$ cat config.mk
export PLATFORM = sky130hd
export DESIGN_NAME = divfive_jk
export DESIGN_NICKNAME = d
export VERILOG_FILES = /design/src/rtl/divfive_pkg.sv /design/src/rtl/divfive_jk_stage.sv /design/src/rtl/divfive_jk_next.sv /design/src/rtl/divfive_shaper.sv /design/src/rtl/divfive_jk.sv
export SDC_FILE = /design/constraint.sdc
export NUM_CORES = 1
export LEC_CHECK = 0
export CORE_AREA = 2 2 39 41
export DETAILED_ROUTE_END_ITERATION = 8
export DIE_AREA = 0 0 41 43
export DONT_BUFFER_PORTS = 1
export PLACE_DENSITY = 0.42
export SYNTH_ARGS = -nofsm -noshare
export SYNTH_HDL_FRONTEND = slang
export SYNTH_HIERARCHICAL = 1
export SYNTH_SLANG_ARGS = --single-unit
$ cat constraint.sdc
create_clock -name clk -period 2.7 [get_ports clk]
set_input_delay 0.54 -clock clk [delete_from_list [all_inputs] [get_ports clk]]
set_output_delay 0.54 -clock clk [all_outputs]
set_load 0.02 [all_outputs]
$ cat src/rtl/divfive_pkg.sv
package divfive_pkg;
    localparam int STATE_W = 3;
    typedef logic [STATE_W-1:0] state_t;

    localparam state_t S_START = 3'd1;
    localparam state_t S_SECOND = 3'd3;
    localparam state_t S_THIRD = 3'd5;
    localparam state_t S_TERM = 3'd4;
    localparam state_t S_TRAP = 3'd0;

    typedef struct packed {
        state_t st;
        logic   hi;
    } core_regs_t;
endpackage

$ cat src/rtl/divfive_jk_stage.sv
module divfive_jk_stage (
    input  logic j,
    input  logic k,
    input  logic q,
    output logic q_next
);
    always_comb begin
        q_next = (j & ~q) | (~k & q);
    end
endmodule

$ cat src/rtl/divfive_jk_next.sv
module divfive_jk_next
    import divfive_pkg::*;
(
    input  state_t cur,
    output state_t nxt
);
    localparam int B1 = STATE_W - 1;
    localparam int B2 = STATE_W - 2;
    localparam int B3 = STATE_W - 3;

    logic [STATE_W-1:0] j_in;
    logic [STATE_W-1:0] k_in;
    state_t raw;

    always_comb begin
        j_in[B1] = cur[B2];
        k_in[B1] = cur[B1];
        j_in[B2] = cur[B3];
        k_in[B2] = cur[B2];
        j_in[B3] = cur[B1];
        k_in[B3] = cur[B1];
    end

    genvar gi;
    generate
        for (gi = 0; gi < STATE_W; gi++) begin : g_ff
            divfive_jk_stage u_stage (
                .j      (j_in[gi]),
                .k      (k_in[gi]),
                .q      (cur[gi]),
                .q_next (raw[gi])
            );
        end
    endgenerate

    always_comb begin
        nxt = (cur == S_TRAP) ? S_START : raw;
    end
endmodule

$ cat src/rtl/divfive_shaper.sv
module divfive_shaper (
    input  logic clk,
    input  logic rst,
    input  logic sym_en,
    input  logic hi_q,
    output logic div_out
);
    logic half_d;
    logic half_q;

    always_comb begin
        half_d = rst ? 1'b0 : hi_q;
    end

    always_ff @(negedge clk) begin
        half_q <= half_d;
    end

    always_comb begin
        div_out = hi_q | (sym_en & half_q);
    end
endmodule

$ cat src/rtl/divfive_jk.sv
module divfive_jk
    import divfive_pkg::*;
(
    input  logic               clk,
    input  logic               rst,
    input  logic               load,
    input  logic [STATE_W-1:0] load_value,
    input  logic               sym_en,
    output logic [STATE_W-1:0] state,
    output logic               tc,
    output logic               div_out
);
    core_regs_t regs_d;
    core_regs_t regs_q;
    state_t     jk_nxt;

    divfive_jk_next u_next (
        .cur (regs_q.st),
        .nxt (jk_nxt)
    );

    always_comb begin
        regs_d = regs_q;
        if (rst) begin
            regs_d.st = S_START;
        end else if (load) begin
            regs_d.st = load_value;
        end else begin
            regs_d.st = jk_nxt;
        end
        regs_d.hi = (regs_d.st == S_SECOND) || (regs_d.st == S_THIRD);
    end

    always_ff @(posedge clk) begin
        regs_q <= regs_d;
    end

    divfive_shaper u_shape (
        .clk     (clk),
        .rst     (rst),
        .sym_en  (sym_en),
        .hi_q    (regs_q.hi),
        .div_out (div_out)
    );

    always_comb begin
        state = regs_q.st;
        tc    = (regs_q.st == S_TERM);
    end
endmodule


==> summary.md, run 1 <==
| Metric | Value |
|---|---|
| Status | `finished, final reports clean` |
| CTS max path bufs | `2` |
| Via density | `4.333` |
| Max stage delay cell, worst path | `dfxtp_2` |
| Clock-pin slew of the registers on the worst-case setup and hold paths | `40 ps` |
| Setup TNS | `0 ps` |
| Reg2Reg Setup Slack | `880 ps` |
| Die footprint | `1763 um2` |
| DRT antenna net count | `0` |
| WS Path Type | `reg -> out` |
| Final hold viol count | `0` |
| Initial drt markers | `6` |
| Crit path DAT | `2150 ps` |
| Slew @ Worst Pin | `663.0 ps` |
| Worst setup EP type | `output pin` |
| DRC | `0` |
| Number of flops mapped to enable cells by yosys | `0` |
| Area Overhead vs Synth | `8.197%` |
| RSZ-0062 raised after global routing | `true` |
| Setup Buffers After CTS | `0` |
| Critical Path, Cell by Cell | `a21o_1` |
| YS warnings | `6` |
| Syn Std Cell Area | `305.3 um2` |
| Ys flop type | `dfxtp_1` |
| IO Pins | `12` |
| Clock Latency Late Sink | `290 ps` |
| Hold depth | `1` |
| CTS tree | `yes` |
| Port bufs | `0` |
| Asr flop ratio synth | `0` |
| Max stage delay on crit path | `300 ps` |
| Overall Power | `223.4 uW` |
| Worst r2r src | `regs_q[0]$_DFF_P_` |
| Share of cells above drive strength 1 | `0.1714` |
| Vias in the first global route | `234` |
| Pin count of the biggest net entering global routing | `8` |
| Hold worst-path end | `state[2]$_DFF_P_` |
| Synth Instances | `34` |
| Syn avg cell area | `8.979 um2` |
| Hold Crit Class | `in -> reg` |
| Gr usage total | `0.07251` |
| Top cells by area, synth | `dfxtp_1 33%, mux2i_1 16%, buf_4 7.4%` |
| Wire per inst | `9.784 um` |
| Pre-Repair DR Iteration Count | `3` |
| Final nets | `43` |
| Crit path buffers/inverters | `0` |
| CTS buffer count | `3` |
| Max-cap violation count | `0` |
| Top cells by count, synth | `5 x dfxtp_1, 5 x inv_1, 5 x mux2i_1` |
| Reg2reg path depth | `1` |
| Ant. Diodes | `0` |
| Final HPWL DP | `420.9 um` |
| RePlAce Congestion | `0.7377` |
| Final setup violation count | `0` |
| Synthesized flop and latch total | `5` |
| Core area | `1384 um2` |
| PwrDens | `676.4 nW/um2` |
| Global-route wire length before repair | `800 um` |
| Crit. Startpoint | `u_shape/half_q$_SDFF_NP0_` |
| Critical Path Fanout Max | `1` |
| Initial antenna violation count | `0` |
| Starting density of the core | `0.2206` |
| Post-synth cell types | `17` |
| Fill cell instance count of the final layout | `158` |
| Fin Clk Skew | `57.56 ps` |
| Final slew viol count | `0` |
| Core Util, Final | `0.2387` |
| Rows | `14` |
| Htree depth | `1` |
| CP required | `2160 ps` |
| Crit Reg-Reg Endpoint | `u_shape/half_q$_SDFF_NP0_` |
| Hold_buf cts | `0` |
| Die height | `43 um` |
| Top delay family on crit path | `flip-flops` |
| Clock root buffer | `clkbuf_4` |
| Die Span X | `41 um` |
| Part of the Yosys area used for sequential elements | `0.3279` |
| Slew HR | `0.5571` |
| Synth top area share | `0.3279` |
| Total routed wirelength | `499 um` |
| Leak pwr | `0.0001503 uW` |
| GR Overflow Total | `0` |
| Clock sinks | `5` |
| Vias | `221` |
| HP Start | `rst` |
| Peak supply drop | `0.1478 mV` |
| Cell taking the most area after synthesis | `dfxtp_1` |
| Startpoint types | `flip-flop` |
| Post-Synthesis Net Count | `41` |
what timing repair did:
item	in CTS	in global routing
pin swaps	0	0
gates resized for setup	0	1
endpoints found under the setup margin	1	1
layer usage:
metal,GRT usage,vias up,share of wire
li1,-,109,-
met1,0.08766,102,0.48
met2,0.09063,10,0.43
met3,0.02094,0,0.090
met4,0.08000,0,0
met5,0,-,0
logic make-up after synthesis:
family | count (synthesis) | share of synthesized area
simple gates | 10 | 0.2295
buf+inv | 8 | 0.1352
mux | 5 | 0.1639
flops | 5 | 0.3279
compound gates | 4 | 0.08605
xor+xnor | 2 | 0.05739
area by class of cell:
class,count,area [um2],share of cell area
flip-flops and latches,5,101.3,0.3068
multi-input cells,21,163.9,0.4962
well taps,16,20.02,0.06061
clock buffers,4,26.28,0.07955
inverters,4,15.01,0.04545
clock inverters,1,3.754,0.01136
how the worst max path moves through the flow:
stage / slack (ps) / cells past startpoint / end
after floorplan: 330 / 1 / div_out
after global placement: 320 / 1 / div_out
after detailed placement: 310 / 1 / div_out
after CTS: -2 / 1 / div_out
after global routing: -40 / 1 / div_out
final: 8 / 1 / div_out
registers in the layout (all words and copies together), names as in the netlist:
register and cells:
state 3, regs_q 1, u_shape/half_q 1
placed cells by master (no fill, tap or decap), types with 2 or more instances in the layout:
cell and count:
nor2b_1 2, dfxtp_1 4, nor2_1 2, mux2i_1 5
xnor2_1 2, clkbuf_4 3, inv_1 5
per-stage QoR:
step	setup WS [ps]	instances	hold slack, ps	instance area (um2)
after floorplan	327.1	34	612.4	305.3
after global placement	318.2	47	618.2	302.8
after detailed placement	313.1	47	618.1	302.8
after CTS	-1.850	51	368.6	329.1
after global routing	-35.87	51	370.5	330.3
final	7.896	51	378.4	330.3
power by group:
group	total (uW)	internal [uW]	switching [uW]
sequential	95.5	81.6	13.9
combinational	39.9	21.4	18.5
clock	88.1	57.7	30.4
(Power assumes the default switching activity.)
==> run 2: changes to the inputs <==
==> constraint.sdc (replaced) <==
create_clock -name clk -period 2.7 [get_ports clk]
set_input_delay 0.135 -clock clk [delete_from_list [all_inputs] [get_ports clk]]
set_output_delay 0.135 -clock clk [all_outputs]
set_load 0.02 [all_outputs]
==> summary.md, run 2 (synthesized netlist as in run 1, its figures left out) <==
| Metric | Value |
|---|---|
| IO Pins | `12 (unchanged)` |
| Wire per inst | `9.827 um (+0.44%)` |
| Max reg flops | `3 (unchanged)` |
| Share of cells above drive strength 1 | `0.1389 (-0.03254)` |
| Initial drt markers | `4 (-2)` |
| Crit path DAT | `2140 ps (about the same)` |
| Net switching power | `63.17 uW (+0.71%)` |
| Htree depth | `1 (unchanged)` |
| Port bufs | `0 (unchanged)` |
| Die height | `43 um (unchanged)` |
| Internal power | `161.5 uW (+0.48%)` |
| DRC | `0 (unchanged)` |
| GR Overflow Total | `0 (unchanged)` |
| CTS resizes | `0 (unchanged)` |
| Vias | `226 (+2.3%)` |
| Global-route wire length before repair | `814 um (+1.8%)` |
| Fin Clk Skew | `56.93 ps (-0.6247 ps)` |
| Sw Ratio | `0.2812 (+0.0004772)` |
| Critical Path, Cell by Cell | `a21o_1` |
| Clock Latency Late Sink | `290 ps (about the same)` |
| Final HPWL DP | `420.9 um (unchanged)` |
| Setup TNS | `0 ps (unchanged)` |
| Top delay family on crit path | `flip-flops` |
| Max stage delay cell, worst path | `dfxtp_1` |
| Peak supply drop | `0.1478 mV (about the same)` |
| CP required | `2570 ps (+410 ps)` |
| Gr usage total | `0.07351 (+0.001007)` |
| WS Path Type | `reg -> out` |
| Slew HR | `0.5571 (unchanged)` |
| Rows | `14 (unchanged)` |
| DRT antenna net count | `0 (unchanged)` |
| Pre-Repair DR Iteration Count | `3 (unchanged)` |
| Startpoint types | `flip-flop` |
| Critical Path Fanout Max | `1 (unchanged)` |
| Max-cap violation count | `0 (unchanged)` |
| Reg power frac | `0.424 (-0.003)` |
| Pin count of the biggest net entering global routing | `8 (unchanged)` |
| CTS tree | `yes` |
| CTS max path bufs | `2 (unchanged)` |
| Worst setup EP type | `output pin` |
| Status | `finished, final reports clean` |
| Setup Buffers After CTS | `0 (unchanged)` |
| Crit path buffers/inverters | `0 (unchanged)` |
| Final hold viol count | `0 (unchanged)` |
| PwrDens | `662.5 nW/um2 (-2.1%)` |
| Die Span X | `41 um (unchanged)` |
| Initial antenna violation count | `0 (unchanged)` |
| Final nets | `44 (+2.3%)` |
| Ant. Diodes | `0 (unchanged)` |
| Final slew viol count | `0 (unchanged)` |
| Die footprint | `1763 um2 (unchanged)` |
| Vias in the first global route | `238 (+1.7%)` |
| Via density | `4.346 (+0.30%)` |
| Core area | `1384 um2 (unchanged)` |
| Total routed wirelength | `511 um (+2.4%)` |
| RSZ-0062 raised after global routing | `false` |
| Comb power frac | `0.184 (+0.005)` |
| Hold Crit Class | `in -> reg` |
| Overall Power | `224.6 uW (+0.54%)` |
| CTS buffer count | `3 (unchanged)` |
| Area Overhead vs Synth | `11.07%` |
| Leak pwr | `0.0001541 uW (+2.5%)` |
| Final setup violation count | `0 (unchanged)` |
| Clock root buffer | `clkbuf_4` |
| Max stage delay on crit path | `300 ps (about the same)` |
| Clock-pin slew of the registers on the worst-case setup and hold paths | `40 ps (about the same)` |
| RePlAce Congestion | `0.7377 (unchanged)` |
| Clock power share | `0.392 (-0.002)` |
| Most frequent cells in the layout | `5 x inv_1, 5 x mux2i_1, 5 x dfxtp_1` |
| Clock sinks | `5 (unchanged)` |
| Slew @ Worst Pin | `663.0 ps (unchanged)` |
| Starting density of the core | `0.2206 (unchanged)` |
## run 2: what timing repair did
action	4_1_cts	5_1_grt
endpoints found under the hold margin	2	0
hold buffers	1	0
endpoints found under the setup margin	0	0
## run 2: final cells by class
cell class / instances / area [um2]
clock buffer: 4 / 26.28
sequential: 5 / 100.1
tap: 16 / 20.02
fill: 158 / 1045
clock inverter: 1 / 3.754
inverter: 4 / 15.01
timing repair buffer: 1 / 10.01
multi-input combinational: 21 / 163.9
## run 2: final timing paths
check | startpoint | slack [ps] | endpoint | depth (start not counted)
setup / recovery | u_shape/half_q$_SDFF_NP0_ | 420 | div_out | 1
hold / removal | rst | 20 | regs_q[0]$_DFF_P_ | 1
setup reg to reg | regs_q[0]$_DFF_P_ | 880 | u_shape/half_q$_SDFF_NP0_ | 1
hold reg to reg | state[0]$_DFF_P_ | 970 | regs_q[0]$_DFF_P_ | 5
## run 2: routing by layer
layer | up-vias | global-route usage | share of wire
li1 | 111 | - | -
met1 | 105 | 0.08766 | 0.47
met2 | 10 | 0.09375 | 0.44
met3 | 0 | 0.02094 | 0.088
met4 | 0 | 0.08000 | 0
met5 | - | 0 | 0
## run 2: power by group through the flow
| stage | combinational [uW] | clock [uW] | sequential [uW] |
|---|---|---|---|
| after floorplan | 45.6 | 4.64 | 89.3 |
| after global placement | 38.9 | 4.64 | 96.2 |
| after detailed placement | 39.8 | 4.64 | 96.7 |
| after CTS | 41.7 | 93.0 | 95.4 |
| after global routing | 47.1 | 96.4 | 96.5 |
| final | 41.3 | 88.0 | 95.3 |
## run 2: per-stage QoR
stage	area [um2]	util	hold slack, ps	cells	worst slack (ps)
detailed placement	302.8	0.2188	213.1	47	718.1
floorplan	305.3	-	207.4	34	732.1
finish	339.1	0.2450	16.63	52	421.6
CTS	339.1	0.2450	5.870	52	403.2
global route	339.1	0.2450	23.68	52	364.6
global placement	302.8	0.2188	213.2	47	723.2
==> run 3: changes to the inputs <==
clock period = 2.3 ns   (was 2.7 ns; I/O delays follow)
==> summary.md, run 3 (synthesized netlist as in run 1, its figures left out) <==
| Metric | Value |
|---|---|
| Vias in the first global route | `237 (-0.42%)` |
| Area Overhead vs Synth | `14.34%` |
| Share of cells above drive strength 1 | `0.1351 (-0.003754)` |
| Area of the multi-input gates | `163.9 um2 (unchanged)` |
| GR Overflow Total | `0 (unchanged)` |
| FF+latch area | `100.1 um2 (unchanged)` |
| Max reg flops | `3 (unchanged)` |
| HP Start | `rst` |
| Setup TNS | `0 ps (unchanged)` |
| Slew @ Worst Pin | `663.0 ps (+0.0005364 ps)` |
| Worst r2r src | `regs_q[0]$_DFF_P_` |
| Starting density of the core | `0.2206 (unchanged)` |
| Crit. Startpoint | `u_shape/half_q$_SDFF_NP0_` |
| Fill cell instance count of the final layout | `157 (-0.63%)` |
| Clock power share | `0.391 (about the same)` |
| Crit path buffers/inverters | `0 (unchanged)` |
| Overall Power | `265.9 uW (+18%)` |
| Internal power | `190.7 uW (+18%)` |
| Reg2reg path depth | `1 (unchanged)` |
| RePlAce Congestion | `0.7377 (unchanged)` |
| Hold Crit Class | `in -> reg` |
| Die height | `43 um (unchanged)` |
| Gr usage total | `0.07553 (+0.002014)` |
| Final worst setup slack | `240.4 ps (-181.2 ps)` |
| Comb power frac | `0.188 (+0.004)` |
| Hold worst-path end | `state[0]$_DFF_P_` |
| Final setup violation count | `0 (unchanged)` |
| Fin Clk Skew | `57.59 ps (+0.6565 ps)` |
| Peak supply drop | `0.1737 mV (+18%)` |
| Net switching power | `75.19 uW (+19%)` |
| Htree depth | `1 (unchanged)` |
| Sw Ratio | `0.2828 (+0.001586)` |
| Core area | `1384 um2 (unchanged)` |
| Final slew viol count | `0 (unchanged)` |
| Final HPWL DP | `420.9 um (unchanged)` |
| Port bufs | `0 (unchanged)` |
| Clock Latency Late Sink | `290 ps (about the same)` |
| Setup Buffers After CTS | `0 (unchanged)` |
| Clock root buffer | `clkbuf_4` |
| Final nets | `45 (+2.3%)` |
| Initial antenna violation count | `0 (unchanged)` |
| Global-route wire length before repair | `841 um (+3.3%)` |
| Pre-Repair DR Iteration Count | `3 (unchanged)` |
| Startpoint types | `flip-flop` |
| Critical Path, Cell by Cell | `a21o_1` |
| Max-cap violation count | `0 (unchanged)` |
| Post-route cell area | `349.1 um2 (+3.0%)` |
| Crit Reg-Reg Endpoint | `u_shape/half_q$_SDFF_NP0_` |
| CTS tree | `yes` |
| Ant. Diodes | `0 (unchanged)` |
| WS Path Type | `reg -> out` |
| DRC | `0 (unchanged)` |
| Status | `finished, final reports clean` |
| Total routed wirelength | `532 um (+4.1%)` |
| Clock sinks | `5 (unchanged)` |
| Max stage delay on crit path | `300 ps (about the same)` |
| Reg power frac | `0.421 (-0.003)` |
| Die footprint | `1763 um2 (unchanged)` |
| DRT antenna net count | `0 (unchanged)` |
| Rows | `14 (unchanged)` |
| Worst setup EP type | `output pin` |
| Die Span X | `41 um (unchanged)` |
| CTS max path bufs | `2 (unchanged)` |
| Placed inst area | `302.8 um2 (unchanged)` |
| Worst slack at placement | `538.1 ps (-180.0 ps)` |
| Top delay family on crit path | `flip-flops` |
| IO Pins | `12 (unchanged)` |
| Slew HR | `0.5571 (about the same)` |
| Leak pwr | `0.0001582 uW (+2.7%)` |
| Wire per inst | `10.04 um (+2.1%)` |
| Pin count of the biggest net entering global routing | `8 (unchanged)` |
| Hold depth | `2 (+1)` |
| Final hold viol count | `0 (unchanged)` |
| Most frequent cells in the layout | `5 x inv_1, 5 x mux2i_1, 5 x dfxtp_1` |
| Reg2Reg Setup Slack | `680 ps (-200 ps)` |
| Critical Path Fanout Max | `1 (unchanged)` |
| Via density | `4.283 (-1.5%)` |
| Vias | `227 (+0.44%)` |
| CTS buffer count | `3 (unchanged)` |
| CP required | `2180 ps (-390 ps)` |
| RSZ-0062 raised after global routing | `false` |
| Initial drt markers | `4 (unchanged)` |
| Crit path DAT | `1940 ps (-200 ps)` |
| Max stage delay cell, worst path | `dfxtp_1` |
| Clock-pin slew of the registers on the worst-case setup and hold paths | `40 ps (about the same)` |
| PwrDens | `761.6 nW/um2 (+15%)` |
-- run 3: changes by cell type in the layout (fill, tap and decap cells not counted) --
cell	previous run	this run
dlygate4sd3_1	1	2
-- run 3: worst max path at each step --
| stage | endpoint | slack (ps) | depth (start not counted) |
|---|---|---|---|
| after floorplan | div_out | 550 | 1 |
| after global placement | div_out | 540 | 1 |
| after CTS | div_out | 220 | 1 |
| final | div_out | 240 | 1 |
| after global routing | div_out | 180 | 1 |
| after detailed placement | div_out | 540 | 1 |
-- run 3: routing by layer --
layer	up-vias	wire length [um]	global-route usage
li1	114	-	-
met5	-	0	0
met1	103	263	0.09740
met2	10	226	0.09375
met3	0	42	0.01571
met4	0	0	0.08000
-- run 3: what timing repair did --
item / 4_1_cts / 5_1_grt
resized for setup: 0 / 0
hold endpoints to repair: 4 / 0
hold buffers: 2 / 0
-- run 3: metrics by stage --
stage | hold slack, ps | util | std cells
detailed placement | 193.1 | 0.2188 | 47
floorplan | 187.4 | - | 34
finish | 12.94 | 0.2523 | 53
CTS | 5.238 | 0.2523 | 53
global route | 13.74 | 0.2523 | 53
global placement | 193.2 | 0.2188 | 47
-- run 3: cell type report --
| cell class | instances | share of cell area |
|---|---|---|
| well taps | 16 | 0.05735 |
| flip-flops and latches | 5 | 0.2867 |
| inverters | 4 | 0.04301 |
| repair buffers | 2 | 0.05735 |
| multi-input cells | 21 | 0.4695 |
| clock inverters | 1 | 0.01075 |
| clock buffers | 4 | 0.07527 |
-- run 3: power by group through the flow --
stage / Sequential (uW) / Combinational, uW / Clock [uW]
after floorplan: 105 / 53.5 / 5.44
after global placement: 113 / 45.7 / 5.44
after detailed placement: 113 / 46.8 / 5.44
after CTS: 112 / 50.5 / 109
after global routing: 113 / 56.8 / 113
final: 112 / 50.0 / 104
